[config.mk]
export PLATFORM = sky130hd
export DESIGN_NAME = netirq_aggregator
export DESIGN_NICKNAME = d
export VERILOG_FILES = /design/src/rtl/netirq_pkg.sv /design/src/rtl/netirq_strobe_decode.sv /design/src/rtl/netirq_status_word.sv /design/src/rtl/netirq_line.sv /design/src/rtl/netirq_regfile.sv /design/src/rtl/netirq_aggregator.sv
export SDC_FILE = /design/constraint.sdc
export NUM_CORES = 1
export LEC_CHECK = 0
export ABC_AREA = 1
export CORE_MARGIN = 4
export CORE_UTILIZATION = 40
export DETAILED_ROUTE_END_ITERATION = 12
export MAX_ROUTING_LAYER = met4
export PLACE_DENSITY_LB_ADDON = 0.2
export SKIP_CTS_REPAIR_TIMING = 1
export SLEW_MARGIN = 20
export SYNTH_ARGS = -nofsm -noshare
export SYNTH_HDL_FRONTEND = slang
export SYNTH_HIERARCHICAL = 1
export SYNTH_SLANG_ARGS = --single-unit
[constraint.sdc]
create_clock -name clk -period 1 [get_ports clk]
set_input_delay 0.15 -clock clk [delete_from_list [all_inputs] [get_ports clk]]
set_output_delay 0.15 -clock clk [all_outputs]
set_load 0.005 [all_outputs]
[src/rtl/netirq_pkg.sv]
package netirq_pkg;

  // Slot-to-status-word map: each slot owns the word with its own index.
  function automatic int unsigned slot_word(input int unsigned slot);
    return slot;
  endfunction

  // Bit offset of a slot's ports inside its word.
  function automatic int unsigned slot_offset(input int unsigned slot);
    if (slot == 0) return 0;
    return 0;
  endfunction

  typedef enum logic [1:0] {SEL_NONE, SEL_STATUS, SEL_MASK} bus_sel_e;

endpackage

[src/rtl/netirq_strobe_decode.sv]
module netirq_strobe_decode #(
  parameter int NUM_SLOTS = 2,
  parameter int NUM_WORDS = 2,
  parameter int WORD_W    = 16,
  parameter int SLOT_W    = 2,
  parameter int PORT_W    = 5
) (
  input  logic                              valid,
  input  logic [SLOT_W-1:0]                 slot,
  input  logic [PORT_W-1:0]                 port,
  output logic [NUM_WORDS-1:0][WORD_W-1:0]  hit
);
  import netirq_pkg::*;

  int unsigned word_idx;
  int unsigned bit_idx;

  always_comb begin
    hit      = '0;
    word_idx = slot_word(int'(slot));
    bit_idx  = slot_offset(int'(slot)) + int'(port);
    if (valid && (int'(slot) < NUM_SLOTS)) begin
      for (int w = 0; w < NUM_WORDS; w++) begin
        for (int b = 0; b < WORD_W; b++) begin
          if ((word_idx == w) && (bit_idx == b)) hit[w][b] = 1'b1;
        end
      end
    end
  end

endmodule

[src/rtl/netirq_status_word.sv]
module netirq_status_word #(
  parameter int WORD_W = 16
) (
  input  logic              clk,
  input  logic              rst_n,
  input  logic [WORD_W-1:0] raise_hit,
  input  logic [WORD_W-1:0] drop_hit,
  output logic [WORD_W-1:0] word_q,
  output logic [WORD_W-1:0] word_nxt
);
  // Drop sets bits, raise clears them afterwards, so a raise wins a tie.
  assign word_nxt = (word_q | drop_hit) & ~raise_hit;

  always_ff @(posedge clk or negedge rst_n) begin
    if (!rst_n) word_q <= '1;
    else        word_q <= word_nxt;
  end

  assert_reset_ones_R1: assert property (@(posedge clk) disable iff (!rst_n)
    $past(!rst_n) |-> (word_q == {WORD_W{1'b1}}));

  assert_raise_clears_R2: assert property (@(posedge clk) disable iff (!rst_n)
    (raise_hit != '0) |=> ((word_q & $past(raise_hit)) == '0));

  assert_drop_sets_R3: assert property (@(posedge clk) disable iff (!rst_n)
    ((drop_hit & ~raise_hit) != '0) |=>
      ((word_q & $past(drop_hit & ~raise_hit)) == $past(drop_hit & ~raise_hit)));

endmodule

[src/rtl/netirq_line.sv]
module netirq_line #(
  parameter int NUM_WORDS = 2,
  parameter int WORD_W    = 16
) (
  input  logic                             clk,
  input  logic                             rst_n,
  input  logic [NUM_WORDS-1:0][WORD_W-1:0] words_nxt,
  input  logic [NUM_WORDS-1:0][WORD_W-1:0] words_q,
  output logic                             irq_q
);
  logic pending_nxt;
  logic pending_now;

  always_comb begin
    pending_nxt = 1'b0;
    pending_now = 1'b0;
    for (int w = 0; w < NUM_WORDS; w++) begin
      if (words_nxt[w] != {WORD_W{1'b1}}) pending_nxt = 1'b1;
      if (words_q[w]   != {WORD_W{1'b1}}) pending_now = 1'b1;
    end
  end

  always_ff @(posedge clk or negedge rst_n) begin
    if (!rst_n) irq_q <= 1'b0;
    else        irq_q <= pending_nxt;
  end

  assert_irq_tracks_R4: assert property (@(posedge clk) disable iff (!rst_n)
    irq_q == pending_now);

endmodule

[src/rtl/netirq_regfile.sv]
module netirq_regfile #(
  parameter int NUM_WORDS   = 2,
  parameter int WORD_W      = 16,
  parameter int ADDR_W      = 8,
  parameter int STAT_BASE   = 'h26,
  parameter int STAT_STRIDE = 2,
  parameter int MASK_ADDR   = 'h30
) (
  input  logic                             clk,
  input  logic                             rst_n,
  input  logic                             bus_en,
  input  logic                             bus_wr,
  input  logic [ADDR_W-1:0]                bus_addr,
  input  logic [WORD_W-1:0]                bus_wdata,
  input  logic [NUM_WORDS-1:0][WORD_W-1:0] words_q,
  output logic [WORD_W-1:0]                bus_rdata
);
  import netirq_pkg::*;

  logic [WORD_W-1:0] mask_q;
  bus_sel_e          sel;
  logic [WORD_W-1:0] stat_mux;

  always_comb begin
    sel      = SEL_NONE;
    stat_mux = '0;
    if (bus_addr == ADDR_W'(MASK_ADDR)) sel = SEL_MASK;
    for (int w = 0; w < NUM_WORDS; w++) begin
      if (bus_addr == ADDR_W'(STAT_BASE + w * STAT_STRIDE)) begin
        sel      = SEL_STATUS;
        stat_mux = words_q[w];
      end
    end
  end

  always_comb begin
    bus_rdata = '0;
    if (bus_en && !bus_wr) begin
      case (sel)
        SEL_STATUS: bus_rdata = stat_mux;
        SEL_MASK:   bus_rdata = mask_q;
        default:    bus_rdata = '0;
      endcase
    end
  end

  always_ff @(posedge clk or negedge rst_n) begin
    if (!rst_n)                                   mask_q <= '0;
    else if (bus_en && bus_wr && sel == SEL_MASK) mask_q <= bus_wdata;
  end

  assert_mask_write_R7: assert property (@(posedge clk) disable iff (!rst_n)
    (bus_en && bus_wr && bus_addr == ADDR_W'(MASK_ADDR)) |=> (mask_q == $past(bus_wdata)));

  assert_mask_hold_R7: assert property (@(posedge clk) disable iff (!rst_n)
    !(bus_en && bus_wr) |=> $stable(mask_q));

endmodule

[src/rtl/netirq_aggregator.sv]
module netirq_aggregator #(
  parameter int NUM_SLOTS   = 2,
  parameter int NUM_WORDS   = 2,
  parameter int WORD_W      = 16,
  parameter int SLOT_W      = 2,
  parameter int PORT_W      = 5,
  parameter int ADDR_W      = 8,
  parameter int STAT_BASE   = 'h26,
  parameter int STAT_STRIDE = 2,
  parameter int MASK_ADDR   = 'h30
) (
  input  logic              clk,
  input  logic              rst_n,
  input  logic              raise_valid,
  input  logic [SLOT_W-1:0] raise_slot,
  input  logic [PORT_W-1:0] raise_port,
  input  logic              drop_valid,
  input  logic [SLOT_W-1:0] drop_slot,
  input  logic [PORT_W-1:0] drop_port,
  input  logic              bus_en,
  input  logic              bus_wr,
  input  logic [ADDR_W-1:0] bus_addr,
  input  logic [WORD_W-1:0] bus_wdata,
  output logic [WORD_W-1:0] bus_rdata,
  output logic              irq
);
  logic [NUM_WORDS-1:0][WORD_W-1:0] raise_hit;
  logic [NUM_WORDS-1:0][WORD_W-1:0] drop_hit;
  logic [NUM_WORDS-1:0][WORD_W-1:0] words_q;
  logic [NUM_WORDS-1:0][WORD_W-1:0] words_nxt;

  netirq_strobe_decode #(
    .NUM_SLOTS(NUM_SLOTS), .NUM_WORDS(NUM_WORDS), .WORD_W(WORD_W),
    .SLOT_W(SLOT_W), .PORT_W(PORT_W)
  ) u_raise_dec (
    .valid(raise_valid), .slot(raise_slot), .port(raise_port), .hit(raise_hit)
  );

  netirq_strobe_decode #(
    .NUM_SLOTS(NUM_SLOTS), .NUM_WORDS(NUM_WORDS), .WORD_W(WORD_W),
    .SLOT_W(SLOT_W), .PORT_W(PORT_W)
  ) u_drop_dec (
    .valid(drop_valid), .slot(drop_slot), .port(drop_port), .hit(drop_hit)
  );

  for (genvar w = 0; w < NUM_WORDS; w++) begin : g_word
    netirq_status_word #(.WORD_W(WORD_W)) u_word (
      .clk(clk), .rst_n(rst_n),
      .raise_hit(raise_hit[w]), .drop_hit(drop_hit[w]),
      .word_q(words_q[w]), .word_nxt(words_nxt[w])
    );
  end

  netirq_line #(.NUM_WORDS(NUM_WORDS), .WORD_W(WORD_W)) u_line (
    .clk(clk), .rst_n(rst_n),
    .words_nxt(words_nxt), .words_q(words_q), .irq_q(irq)
  );

  netirq_regfile #(
    .NUM_WORDS(NUM_WORDS), .WORD_W(WORD_W), .ADDR_W(ADDR_W),
    .STAT_BASE(STAT_BASE), .STAT_STRIDE(STAT_STRIDE), .MASK_ADDR(MASK_ADDR)
  ) u_regs (
    .clk(clk), .rst_n(rst_n),
    .bus_en(bus_en), .bus_wr(bus_wr), .bus_addr(bus_addr), .bus_wdata(bus_wdata),
    .words_q(words_q), .bus_rdata(bus_rdata)
  );

  assert_status_write_ignored_R6: assert property (@(posedge clk) disable iff (!rst_n)
    (bus_en && bus_wr && !raise_valid && !drop_valid) |=> $stable(words_q));

  assert_out_of_range_ignored_R9: assert property (@(posedge clk) disable iff (!rst_n)
    (!drop_valid && (!raise_valid || int'(raise_slot) >= NUM_SLOTS)) |=> $stable(words_q));

endmodule

==> qor.csv <==
metric,value,unit
outcome,"finished, violations left",
failing checks,setup timing,
Slew HR,82.2,%
DR vias,3778,
worst path required time,850,ps
Hold Crit Class,in2async,
Worst-Margin Slew,266,ps
DRC,0,
Critical Path Max Stage Delay,580,ps
Crit Reg-Reg Endpoint,u_line/irq_q,
Mapped Cells,467,
Core Area,0.00777,mm2
Top delay family on crit path,flip-flops,
reg2reg path depth,8,
min setup slack post-route,-421,ps
initial antenna violation count,0,
sequence of cells on the critical path,nand3_2 > nand3_2 > nand2_1 > inv_1 > clkbuf_2,
wire per inst,16.2,um
total power,5.18,mW
share of layout cells above drive strength 1,47.1,%
Post-Syn Nets,511,
Pleak,2.58,nW
"area leader, netlist",dfstp_2,
Final #Nets,652,
Yosys warning count,6,
die width,97.4,um
DR iter-0 viols,346,
TritonCTS Sinks,49,
diode count,0,
Max Fclk,0.703,GHz
synth top area cells,"dfstp_2, nor2_1, nand3_1, dfrtp_1, nand2_1",
final non-filler cell total,711,
worst reg-to-reg setup slack,-400,ps
fraction of the yosys area taken by sequential cells,39.6,%
CP Class,reg2out,
Area after DPL,0.00434,mm2
Num CTS Buffers,5,
# Max-Cap Violations,0,
clk slew on worst S/H paths,100,ps
die area,0.00949,mm2
GPL Wtd Cong,0.919,
crit end category,output pin,
CTS H-Tree Depth,2,
Clock Tree Buf Depth,2,
Area Growth Syn to Fin,63.5,%
gr usage total,19.3,%
Hold WS,328,ps
vias per inst,5.31,
Startpoint Class,flop,
Worst EP arrival,1270,ps
"Remaining Overflow, GRT",0,
Buffers on Ports,60,
average cell area after synthesis,6.85,um2
drt pass-1 iters,5,
CP most frequent cell,nand3_2,
power density cells,990,mW/mm2
mapped cell area,0.00320,mm2
post-route minimum period,1420,ps
final hold vios,0,
largest net degree at the start of global routing,50,
setup violators final,39,
Final Util,67.3,%
clk root buf,clkbuf_8,
worst r2r src,g_word[0].u_word/word_q[6],
slowest CP cell,dfstp_2,
global-route wire length before repair,14.9,mm
Yosys top cell area share,26.3,%
Worst-Skew Late Latency,320,ps
library cells used by synthesis,20,
max-slew violations,0,
Total Wirelength,11.5,mm
Initial Util,41.2,%
RSZ-0062 raised after global routing,yes,
CTS tree,built,
placed cell count,669,
Die H,97.4,um
Synth Register Bits,49,
Peak supply drop,0.681,mV
dpl hpwl,6.95,mm
clk_skew,9.65,ps
final worst path period share,142,%
FP Rows,32,
post-route cell area,0.00523,mm2
Worst Path Max Fanout,2,
CP Buf/Inv Count,2,
remaining antenna violation count,0,
Boundary Pins,61,
vias in the first global route,3282,
where the power goes:
| part | internal, mW | total [mW] | leakage [nW] | switching, mW |
|---|---|---|---|---|
| registers | 2.31 | 2.47 | 0.564 | 0.167 |
| logic | 0.761 | 1.47 | 1.97 | 0.712 |
| clock network | 0.498 | 1.23 | 0.0445 | 0.732 |
cells by family after synthesis:
logic type / Yosys count / synth area share (%)
buffers and inverters: 58 / 9.28
and+or+nand+nor: 344 / 48.6
AOI/OAI and AO/OA: 16 / 2.50
DFF: 49 / 39.6
cell usage in the layout (no fill, tap or decap):
cell type	n
clkbuf_8	5
inv_1	29
o21ai_0	15
o21ai_1	1
nand3_1	45
clkdlybuf4s50_1	16
nor2_2	34
buf_4	47
clkbuf_2	17
inv_4	2
dlygate4sd3_1	1
dfrtp_1	17
nor2_8	3
inv_8	1
clkinv_2	1
buf_6	21
nor2_1	108
nand2_4	6
dlymetal6s2s_1	14
nand2_2	5
clkbuf_16	3
inv_2	9
inv_6	2
buf_12	10
clkinvlp_4	2
buf_2	11
buf_8	3
nand3_2	48
nand2_8	4
dfstp_2	32
nor2_4	21
nand2_1	76
cell usage after synthesis, drive strengths merged:
master    n
inv      42
dfrtp    17
nor2    161
o21ai    16
dfstp    32
nand3    93
buf      13
clkbuf    3
nand2    90
layout make-up:
type | count | area, um2
fillers | 644 | 2540
multi-input cells | 366 | 2160
repair buffers | 143 | 1400
flip-flops and latches | 49 | 1270
inverters | 42 | 175
well taps | 102 | 128
clock buffers | 5 | 68.8
clock inverters | 3 | 21.3
repair inverters | 1 | 7.51
flip-flops by register name, summed over array words and instances, names as in the netlist:
name / flops
g_word.u_word/word_q: 32
u_line/irq_q: 1
u_regs/mask_q: 16
per-stage QoR:
step           worst slack, ps  TNS (ps)
2_1_floorplan             -224      -224
3_3_place_gp             -1030    -47100
3_5_place_dp             -1040    -47760
4_1_cts                  -1040    -33020
5_1_grt                   -490     -9470
6_report                  -421     -7100
how the worst max path moves through the flow:
stage	to	startpoint	slack [ps]	cells past startpoint
2_1_floorplan	u_line/irq_q	drop_valid	-220	12
3_3_place_gp	bus_rdata[0]	bus_addr[5]	-1030	8
3_5_place_dp	u_line/irq_q	drop_port[2]	-1040	12
4_1_cts	bus_rdata[0]	bus_addr[5]	-1040	8
5_1_grt	bus_rdata[6]	g_word[1].u_word/word_q[6]	-490	5
6_report	bus_rdata[6]	g_word[1].u_word/word_q[6]	-420	5
per-layer routing:
metal  track usage (%)  vias up  routed length [um]
li1                  -     1762                   -
met1              23.5     1779                4480
met2              31.8      189                5710
met3              3.45       48                 874
met4              7.24        0                 429
met5                 -        -                   0
worst reg2reg max path, delay by kind of cell, from the launching register on:
family                 cells  cell delay, ps
and+or+nand+nor            7             630
DFF                        1             570
buffers and inverters      1             100
(Power assumes the default switching activity.)
